$ cat src/rtl/i2c_si_pkg.sv
package i2c_si_pkg;

  localparam int DW = 8;

  // register offsets (byte addresses inside the window)
  localparam int OFF_MODE   = 0;
  localparam int OFF_STAT   = 1;
  localparam int OFF_XSTAT  = 2;
  localparam int OFF_IMASK  = 3;
  localparam int OFF_COUNT  = 4;
  localparam int OFF_SRST   = 5;
  localparam int OFF_DIRECT = 6;
  localparam int OFF_ADRLO  = 7;
  localparam int OFF_ADRHI  = 8;
  localparam int OFF_CLKDIV = 9;

  localparam logic [DW-1:0] MODE_WMASK   = 8'h3D;
  localparam logic [DW-1:0] STAT_CLRMASK = 8'h0A;
  localparam logic [DW-1:0] XST_CLRMASK  = 8'h8F;
  localparam logic [DW-1:0] COUNT_WMASK  = 8'h77;
  localparam logic [DW-1:0] DIRECT_WMASK = 8'h0F;
  localparam logic [DW-1:0] DIRECT_RST   = 8'h0F;

  localparam int MODE_GEN_BIT   = 2;
  localparam int STAT_PEND_BIT  = 1;
  localparam int MASK_DONE_BIT  = 0;
  localparam int MASK_HALT_BIT  = 3;
  localparam int SRST_TRIG_BIT  = 0;

  typedef struct packed {
    logic mode;
    logic stat;
    logic xstat;
    logic imask;
    logic count;
    logic srst;
    logic direct;
    logic adrlo;
    logic adrhi;
    logic clkdiv;
  } wstrb_t;

  // write-one-to-clear restricted to a mask
  function automatic logic [DW-1:0] w1c(input logic [DW-1:0] cur,
                                        input logic [DW-1:0] wv,
                                        input logic [DW-1:0] msk);
    return cur & ~(wv & msk);
  endfunction

  // live bus-state code seen at the extended status offset
  function automatic logic [DW-1:0] xstat_code(input logic busy);
    return busy ? 8'h50 : 8'h40;
  endfunction

  // an event fires when global enable and its own mask bit are both set
  function automatic logic gate_evt(input logic evt, input logic gen,
                                    input logic msk);
    return evt & gen & msk;
  endfunction

endpackage

$ cat src/rtl/i2c_si_decode.sv
module i2c_si_decode
  import i2c_si_pkg::*;
#(
  parameter int AW     = 5,
  parameter int WINDOW = 18
) (
  input  logic [AW-1:0] addr,
  input  logic          wr,
  output wstrb_t        strb,
  output logic          in_window
);

  localparam int NREG = OFF_CLKDIV + 1;

  logic [NREG-1:0] hit;

  generate
    for (genvar g = 0; g < NREG; g++) begin : g_hit
      assign hit[g] = (addr == AW'(g));
    end
  endgenerate

  assign in_window = (int'(addr) < WINDOW);

  always_comb begin
    strb        = '0;
    strb.mode   = wr & hit[OFF_MODE];
    strb.stat   = wr & hit[OFF_STAT];
    strb.xstat  = wr & hit[OFF_XSTAT];
    strb.imask  = wr & hit[OFF_IMASK];
    strb.count  = wr & hit[OFF_COUNT];
    strb.srst   = wr & hit[OFF_SRST];
    strb.direct = wr & hit[OFF_DIRECT];
    strb.adrlo  = wr & hit[OFF_ADRLO];
    strb.adrhi  = wr & hit[OFF_ADRHI];
    strb.clkdiv = wr & hit[OFF_CLKDIV];
  end

endmodule

$ cat src/rtl/i2c_si_ctrl.sv
module i2c_si_ctrl
  import i2c_si_pkg::*;
#(
  parameter int CNT_W = 3
) (
  input  logic           clk,
  input  logic           rst_n,
  input  wstrb_t         strb,
  input  logic [DW-1:0]  wdata,
  input  logic           done_evt,
  input  logic [CNT_W-1:0] done_cnt,
  output logic           soft_rst,
  output logic [DW-1:0]  mode_q,
  output logic [DW-1:0]  imask_q,
  output logic [DW-1:0]  count_q,
  output logic [DW-1:0]  direct_q,
  output logic [DW-1:0]  adrlo_q,
  output logic [DW-1:0]  adrhi_q,
  output logic [DW-1:0]  clkdiv_q
);

  assign soft_rst = strb.srst & wdata[SRST_TRIG_BIT];

  // registers restored by the soft reset
  always_ff @(posedge clk or negedge rst_n) begin
    if (!rst_n) begin
      mode_q   <= '0;
      imask_q  <= '0;
      count_q  <= '0;
      direct_q <= DIRECT_RST;
      clkdiv_q <= '0;
    end else if (soft_rst) begin
      mode_q   <= '0;
      imask_q  <= '0;
      count_q  <= '0;
      direct_q <= DIRECT_RST;
      clkdiv_q <= '0;
    end else begin
      if (strb.mode)   mode_q   <= wdata & MODE_WMASK;
      if (strb.imask)  imask_q  <= wdata;
      if (strb.direct) direct_q <= wdata & DIRECT_WMASK;
      if (strb.clkdiv) clkdiv_q <= wdata;
      if (done_evt)        count_q <= DW'(done_cnt);
      else if (strb.count) count_q <= wdata & COUNT_WMASK;
    end
  end

  // address registers survive the soft reset
  always_ff @(posedge clk or negedge rst_n) begin
    if (!rst_n) begin
      adrlo_q <= '0;
      adrhi_q <= '0;
    end else begin
      if (strb.adrlo) adrlo_q <= wdata;
      if (strb.adrhi) adrhi_q <= wdata;
    end
  end

  a_r2_mode_bits: assert property (@(posedge clk) disable iff (!rst_n)
    strb.mode && !soft_rst |=> (mode_q & ~MODE_WMASK) == '0);

  a_r9_srst_defaults: assert property (@(posedge clk) disable iff (!rst_n)
    soft_rst |=> mode_q == '0 && imask_q == '0 && count_q == '0 &&
                 direct_q == DIRECT_RST && clkdiv_q == '0);

  a_r9_addr_kept: assert property (@(posedge clk) disable iff (!rst_n)
    soft_rst && !strb.adrlo && !strb.adrhi |=>
      $stable(adrlo_q) && $stable(adrhi_q));

  a_r3_count_load: assert property (@(posedge clk) disable iff (!rst_n)
    done_evt && !soft_rst |=> count_q == DW'($past(done_cnt)));

endmodule

$ cat src/rtl/i2c_si_irq.sv
module i2c_si_irq
  import i2c_si_pkg::*;
#(
  parameter int CNT_W = 3
) (
  input  logic             clk,
  input  logic             rst_n,
  input  logic             stat_wr,
  input  logic [DW-1:0]    wdata,
  input  logic             soft_rst,
  input  logic             gen_en,
  input  logic [DW-1:0]    imask,
  input  logic             done_evt,
  input  logic [CNT_W-1:0] done_cnt,
  input  logic             halt_evt,
  output logic [DW-1:0]    stat_q,
  output logic             irq_q,
  output logic             fire_done,
  output logic             fire_halt
);

  logic fire_any;
  logic release_req;

  assign fire_done   = gate_evt(done_evt && done_cnt != '0, gen_en,
                                imask[MASK_DONE_BIT]);
  assign fire_halt   = gate_evt(halt_evt, gen_en, imask[MASK_HALT_BIT]);
  assign fire_any    = fire_done | fire_halt;
  assign release_req = stat_wr & wdata[STAT_PEND_BIT] & gen_en;

  always_ff @(posedge clk or negedge rst_n) begin
    if (!rst_n) begin
      stat_q <= '0;
      irq_q  <= 1'b0;
    end else if (soft_rst) begin
      stat_q <= '0;
      irq_q  <= 1'b0;
    end else begin
      stat_q <= (stat_wr ? w1c(stat_q, wdata, STAT_CLRMASK) : stat_q)
                | (fire_any ? DW'(1) << STAT_PEND_BIT : '0);
      if (fire_any)         irq_q <= 1'b1;
      else if (release_req) irq_q <= 1'b0;
    end
  end

  a_r3_done_raises: assert property (@(posedge clk) disable iff (!rst_n)
    done_evt && done_cnt != '0 && gen_en && imask[MASK_DONE_BIT] && !soft_rst
      |=> irq_q && stat_q[STAT_PEND_BIT]);

  a_r4_halt_raises: assert property (@(posedge clk) disable iff (!rst_n)
    halt_evt && gen_en && imask[MASK_HALT_BIT] && !soft_rst
      |=> irq_q && stat_q[STAT_PEND_BIT]);

  a_r5_quiet_when_disabled: assert property (@(posedge clk) disable iff (!rst_n)
    !gen_en && !irq_q && !soft_rst |=> !irq_q);

  a_r6_release: assert property (@(posedge clk) disable iff (!rst_n)
    stat_wr && wdata[STAT_PEND_BIT] && gen_en && !done_evt && !halt_evt
      && !soft_rst |=> !irq_q);

  a_r11_event_wins: assert property (@(posedge clk) disable iff (!rst_n)
    fire_any && release_req && !soft_rst |=> irq_q);

endmodule

$ cat src/rtl/i2c_stat_irq.sv
module i2c_stat_irq
  import i2c_si_pkg::*;
#(
  parameter int AW     = 5,
  parameter int WINDOW = 18,
  parameter int CNT_W  = 3
) (
  input  logic             clk,
  input  logic             rst_n,
  input  logic [AW-1:0]    reg_addr,
  input  logic             reg_wr,
  input  logic [7:0]       reg_wdata,
  output logic [7:0]       reg_rdata,
  input  logic             xfer_done,
  input  logic [CNT_W-1:0] xfer_bytes,
  input  logic             xfer_halt,
  input  logic             bus_busy,
  output logic             irq
);

  wstrb_t        strb;
  logic          in_window;
  logic          soft_rst;
  logic [DW-1:0] mode_q, imask_q, count_q, direct_q;
  logic [DW-1:0] adrlo_q, adrhi_q, clkdiv_q, stat_q;
  logic          fire_done, fire_halt;

  i2c_si_decode #(.AW(AW), .WINDOW(WINDOW)) u_dec (
    .addr      (reg_addr),
    .wr        (reg_wr),
    .strb      (strb),
    .in_window (in_window)
  );

  i2c_si_ctrl #(.CNT_W(CNT_W)) u_ctrl (
    .clk      (clk),
    .rst_n    (rst_n),
    .strb     (strb),
    .wdata    (reg_wdata),
    .done_evt (xfer_done),
    .done_cnt (xfer_bytes),
    .soft_rst (soft_rst),
    .mode_q   (mode_q),
    .imask_q  (imask_q),
    .count_q  (count_q),
    .direct_q (direct_q),
    .adrlo_q  (adrlo_q),
    .adrhi_q  (adrhi_q),
    .clkdiv_q (clkdiv_q)
  );

  i2c_si_irq #(.CNT_W(CNT_W)) u_irq (
    .clk       (clk),
    .rst_n     (rst_n),
    .stat_wr   (strb.stat),
    .wdata     (reg_wdata),
    .soft_rst  (soft_rst),
    .gen_en    (mode_q[MODE_GEN_BIT]),
    .imask     (imask_q),
    .done_evt  (xfer_done),
    .done_cnt  (xfer_bytes),
    .halt_evt  (xfer_halt),
    .stat_q    (stat_q),
    .irq_q     (irq),
    .fire_done (fire_done),
    .fire_halt (fire_halt)
  );

  always_comb begin
    reg_rdata = '0;
    if (in_window) begin
      case (int'(reg_addr))
        OFF_MODE:   reg_rdata = mode_q;
        OFF_STAT:   reg_rdata = stat_q;
        OFF_XSTAT:  reg_rdata = xstat_code(bus_busy);
        OFF_IMASK:  reg_rdata = imask_q;
        OFF_COUNT:  reg_rdata = count_q;
        OFF_DIRECT: reg_rdata = direct_q;
        OFF_ADRLO:  reg_rdata = adrlo_q;
        OFF_ADRHI:  reg_rdata = adrhi_q;
        OFF_CLKDIV: reg_rdata = clkdiv_q;
        default:    reg_rdata = '0;
      endcase
    end
  end

  a_r7_xstat_live: assert property (@(posedge clk) disable iff (!rst_n)
    reg_addr == AW'(OFF_XSTAT) |-> reg_rdata[7:6] == 2'b01 &&
      reg_rdata[4] == bus_busy && reg_rdata[3:0] == '0);

  a_r10_reserved_zero: assert property (@(posedge clk) disable iff (!rst_n)
    int'(reg_addr) > OFF_CLKDIV |-> reg_rdata == '0);

  a_r3_no_irq_on_zero: assert property (@(posedge clk) disable iff (!rst_n)
    !irq && xfer_done && xfer_bytes == '0 && !xfer_halt && !soft_rst |=> !irq);

endmodule

$ cat config.mk
export PLATFORM = sky130hd
export DESIGN_NAME = i2c_stat_irq
export DESIGN_NICKNAME = d
export VERILOG_FILES = /design/src/rtl/i2c_si_pkg.sv /design/src/rtl/i2c_si_decode.sv /design/src/rtl/i2c_si_ctrl.sv /design/src/rtl/i2c_si_irq.sv /design/src/rtl/i2c_stat_irq.sv
export SDC_FILE = /design/constraint.sdc
export NUM_CORES = 1
export LEC_CHECK = 0
export CAP_MARGIN = 20
export CORE_MARGIN = 5
export CORE_UTILIZATION = 40
export DETAILED_ROUTE_END_ITERATION = 10
export DONT_BUFFER_PORTS = 1
export GPL_ROUTABILITY_DRIVEN = 0
export HOLD_SLACK_MARGIN = 0.06
export REMOVE_ABC_BUFFERS = 1
export SLEW_MARGIN = 10
export SYNTH_ARGS = -nofsm -noshare
export SYNTH_HDL_FRONTEND = slang
export SYNTH_HIERARCHICAL = 1
export SYNTH_SLANG_ARGS = --single-unit
$ cat constraint.sdc
create_clock -name clk -period 2.02 [get_ports clk]
set_input_delay 0.101 -clock clk [delete_from_list [all_inputs] [get_ports clk]]
set_output_delay 0.101 -clock clk [all_outputs]
set_load 0.05 [all_outputs]
# Yosys cells after proc, flatten, opt, wreduce, memory -nomap -nowiden

Index checks and enable logic that the tools add are counted.

Output and inout port bits: 9
Logic and storage cells: 68
Input port bits: 22
Flip-flop bits (word level): 65

Bitwise operators: 20
$lt $le $gt $ge: 1
Eq/ne operators: 9
Reduce and logical (&&, ||, !) cells: 9
Multiplexer cells: 20

Operators with widths:

| operator                                                        | count |
|---|---|
| 8-bit 2-to-1 mux                                                | 14 |
| 8-bit case mux with 9 select lines                              | 1 |
| 5-bit by 3-bit == test with 1-bit output, second input constant | 4 |
| 1-bit bitwise AND                                               | 16 |
| 5-bit by 2-bit == test with 1-bit output, second input constant | 2 |
| 5-bit by 4-bit == test with 1-bit output, second input constant | 2 |
| 3-bit nonzero test                                              | 3 |
| 8-bit bitwise AND                                               | 1 |
| 4-bit NOT with 8-bit output                                     | 1 |
| 8-bit bitwise OR                                                | 1 |
| 2-bit nonzero test                                              | 4 |
| 5-bit by 1-bit == test with 1-bit output, second input constant | 1 |
| 5-bit logical NOT                                               | 1 |
| 5-bit less-than comparator, second input constant               | 1 |
| 5-bit 2-to-1 mux                                                | 1 |
| 1-bit 2-to-1 mux                                                | 3 |
| 2-bit 2-to-1 mux                                                | 1 |
| 1-bit logical AND                                               | 1 |
| 1-bit bitwise OR                                                | 1 |

# Depth between registers and ports, before layout

Depth after elaboration: 8
Mapped depth: 6
Mapped depth without buffers: 5

# Cells and area by module

Netlist, hierarchy kept.

By module, submodules not included:

| module        | cells an instance | area each (um^2) | times used | sequential area each (um^2) |
|---|---|---|---|---|
| i2c_si_ctrl   | 150               | 1968.1           | 1          | 1181.1 |
| i2c_stat_irq  | 101               | 710.7            | 1          | 0.0 |
| i2c_si_irq    | 23                | 195.2            | 1          | 75.1 |
| i2c_si_decode | 17                | 106.4            | 1          | 0.0 |

# Worst setup path after synthesis

No wires, ideal clock.

Kind: input port to output port
Start: input port reg_addr[3]
End: output port reg_rdata[1]
Setup slack: 197 ps
Stages on the path: 5
Buffers on the path: 1
Arrival time: 1722 ps
Required time: 1919 ps
Cells stage by stage: buf_4 -> nor3_4 -> a32oi_1 -> a31o_1 -> a31oi_1

Word-level cells in the longest chain between the ends: 3
Elaborated cells on any way between the ends: 12
Classes of those cells: order compare: 1; eq/ne: 8; mux: 2; reduce/logical: 1

Ends and longest elaborated chain:

| item                                                             | RTL line           | RTL |
|---|---|---|
| from (decl)                                                      | i2c_stat_irq.sv:10 | `input logic [AW-1:0] reg_addr,` |
| 5-bit by 4-bit == test with 1-bit output (tied with other cells) | i2c_stat_irq.sv:72 | `case (int'(reg_addr))` |
| 8-bit case mux with 9 select lines                               | i2c_stat_irq.sv:72 |  |
| 8-bit 2-to-1 mux (*)                                             | i2c_stat_irq.sv:71 | `if (in_window) begin` |
| to (decl)                                                        | i2c_stat_irq.sv:13 | `output logic [7:0] reg_rdata,` |

Every way passes the cells marked *; elsewhere a longest branch is shown, timed or not.

# Final worst setup path

Start: input port reg_wdata[0]
End: register u_ctrl.count_q[6]

Word-level cells in the longest chain between the ends: 2
Elaborated cells on any way between the ends: 3
Classes of those cells: mux: 1; bitwise: 1; reduce/logical: 1

Ends and longest elaborated chain:

| item                                                                    | RTL line           | RTL |
|---|---|---|
| from (decl)                                                             | i2c_stat_irq.sv:12 | `input logic [7:0] reg_wdata,` |
| 1-bit bitwise AND (*)                                                   | i2c_si_ctrl.sv:22  | `assign soft_rst = strb.srst & wdata[SRST_TRIG_BIT];` |
| net soft_rst                                                            | i2c_stat_irq.sv:23 | `logic soft_rst;` |
| 3-bit nonzero test (no source line) or 8-bit 2-to-1 mux (tied branches) | --                 |  |
| to (signal assigned)                                                    | i2c_si_ctrl.sv:43  | `if (done_evt) count_q <= DW'(done_cnt);` |
| to (signal assigned)                                                    | i2c_si_ctrl.sv:44  | `else if (strb.count) count_q <= wdata & COUNT_WMASK;` |
| to (decl)                                                               | i2c_si_ctrl.sv:15  | `output logic [DW-1:0] count_q,` |

Mark *: on every way through the listed nets, which the timed path passes. The rest lies on a longest branch.
A chain may end at the register's enable or synchronous reset.

==> metrics.md <==
| Metric | Value |
|---|---|
| Outcome | finished, final reports clean |
| Chip Width | 96.2 um |
| Maximum root-to-sink buffer count | 2 |
| Final instance area | 3320 um^2 |
| Total clock sinks | 50 |
| Tot GR Track Use | 17.6% |
| Clk_lat worst skew | 300 ps |
| Final hold violations | 0 |
| Commonest non-fill, non-tap cells in the layout | dfrtp_1 (46), mux2i_1 (40), nor2_1 (32), buf_4 (20), mux2_2 (18) |
| Maxcap violations | 0 |
| Mapped cell area | 2970 um^2 |
| Worst Skew | 7.02 ps |
| DP HPWL | 5080 um |
| Delay of the slowest critical-path stage | 730 ps |
| Buffers on Ports | 0 |
| Post-route setup slack | 265 ps |
| Register clock-pin slew on the reported worst setup and hold paths | 90 ps |
| CP top delay family | buffers and inverters |
| Worst-margin pin slew | 753 ps |
| Final std cells w/o fill | 412 |
| Cts bufs inserted | 5 |
| Rel. slew slack | 49.5% |
| Min-delay worst type | input port to register |
| Setup crit end kind | register |
| Worst path slowest cell | dlygate4sd3_1 |
| Period utilization | 86.9% |
| Cell-internal power | 1700 uW |
| NumNets Final | 334 |
| GR Overflow Total | 0 |
| Fin. max-slew vios | 0 |
| Reg2Reg Depth | 3 |
| CP max FO | 30 |
| Final Setup Violations | 0 |
| Placed instance area | 3050 um^2 |
| Final min period | 1750 ps |
| Antenna Nets Post-Route | 0 |
| Synthesis-to-layout area growth | 11.8% |
| P_sw | 671 uW |
| Sw Ratio | 28.3% |
| Routed WL | 7460 um |
| Worst r2r src | u_ctrl/count_q[6] |
| Detailed Route Iter0 Violations | 168 |
| Avg Cell Area, Syn | 10.3 um^2 |
| CTS tree | done |
| Register share of total power | 57.6% |
| DIE AREA | 9250 um^2 |
| CTS Root Cell | clkbuf_8 |
| Worst R2R Setup Slack | 740 ps |
| Pwr Density | 715 nW/um^2 |
| Hold Crit Start | reg_wdata[2] |
| Crit path launch type | input port |
| Ant diodes | 0 |
| Rows | 31 |
| Initial antenna violation count | 0 |
| Unrepaired setup endpoints after global routing | false |
| Yosys warns | 6 |
| Sum Neg Setup Slack | 0 ps |
| Worst path cell trace | dlygate4sd3_1 > nand2_2 > inv_4 > nor3_1 > dlygate4sd3_1 |
| DR vias | 2229 |
| RR Endpoint | u_ctrl/count_q[6] |
| Worst Path Class, Setup | input port to register |
| WP data arrival | 1950 ps |
| Pre-CTS setup slack | 369 ps |
| Pre-Repair DR Iteration Count | 4 |
| WP data required | 2210 ps |
| Via density per instance | 5.41 |
| Initial Util | 40.9% |
| Static Leak | 0.00138 uW |
| Dpl cells | 388 |
| Residual DRC | 0 |
| F_max | 0.570 GHz |
| Number of global-route vias before repair | 2234 |
| WHS Endpoint | u_ctrl/count_q[2] |
| First-pass GRT wire length | 12300 um |
| Commonest non-fill, non-tap cell in the layout | dfrtp_1 |
| Post-CTS setup buffer count | 0 |
| Peak VDD IR | 0.322 mV |
| Comb pwr share | 17.3% |
| Min Hold Slack | 76.9 ps |
| Wire per inst | 18.1 um |
| Core area | 7250 um^2 |
| Clock power frac | 25.0% |
| IO Count | 31 |
| Fraction of layout cells with a size suffix above 1 | 18.8% |
| H-tree Lvls | 2 |
| Hold depth | 2 |
| CP Depth | 5 |
| Die Y | 96.2 um |
| Critical Path Most Common Cell | dlygate4sd3_1 |
| Largest net degree at the start of global routing | 51 |
| Crit path buf inv count | 3 |
| Mapped Cells | 288 |
## power groups by stage
stage / registers, uW / logic (uW) / clock network, uW
global placement: 1390 / 338 / 0
floorplan: 1340 / 291 / 0
global route: 1390 / 469 / 655
detailed placement: 1390 / 347 / 0
CTS: 1370 / 413 / 619
finish: 1370 / 411 / 595
## per-layer routing
| metal | wire length (um) | global-route usage, % | up-vias |
|---|---|---|---|
| met5 | 0 | 0 | - |
| met4 | 129 | 5.57 | 0 |
| met3 | 423 | 4.07 | 11 |
| met2 | 3340 | 26.9 | 66 |
| met1 | 3570 | 24.4 | 1095 |
| li1 | - | - | 1057 |
## state kept, by name, summed over array words and instances, names as in the netlist
signal	flops
u_ctrl/adrhi_q	8
u_ctrl/adrlo_q	8
u_ctrl/clkdiv_q	8
u_ctrl/count_q	6
u_ctrl/direct_q	4
u_ctrl/imask_q	8
u_ctrl/mode_q	5
u_irq/irq_q	1
u_irq/stat_q	2
## stage by stage
step	total power [uW]	util, %
2_1_floorplan	1630	-
3_3_place_gp	1730	42.1
3_5_place_dp	1740	42.1
4_1_cts	2400	45.8
5_1_grt	2520	45.8
6_report	2370	45.8
## area by class of cell
class / instances / area (um^2)
Fill cell: 696 / 3930
Timing Repair Buffer: 36 / 328
Clock buffer: 7 / 86.3
Sequential cell: 50 / 1260
Inverter: 4 / 17.5
Multi-Input combinational cell: 215 / 1500
Clock inverter: 1 / 5.00
Tap cell: 99 / 124
## what timing repair did
action                                 in CTS  in global routing
endpoints found under the hold margin     100                  0
hold buffers                               16                  0
resized for setup                           0                  0
## worst max-delay path by stage
| stage | start | end | slack [ps] |
|---|---|---|---|
| after floorplan | reg_addr[0] | reg_rdata[1] | 330 |
| after global placement | reg_addr[4] | u_ctrl/mode_q[5] | 350 |
| after detailed placement | reg_addr[4] | u_ctrl/mode_q[2] | 370 |
| after CTS | u_ctrl/mode_q[2] | reg_rdata[2] | 300 |
| after global routing | u_ctrl/mode_q[2] | reg_rdata[2] | 110 |
| final | reg_wdata[0] | u_ctrl/count_q[6] | 270 |
Note: power is estimated with default switching activity, not from simulation.
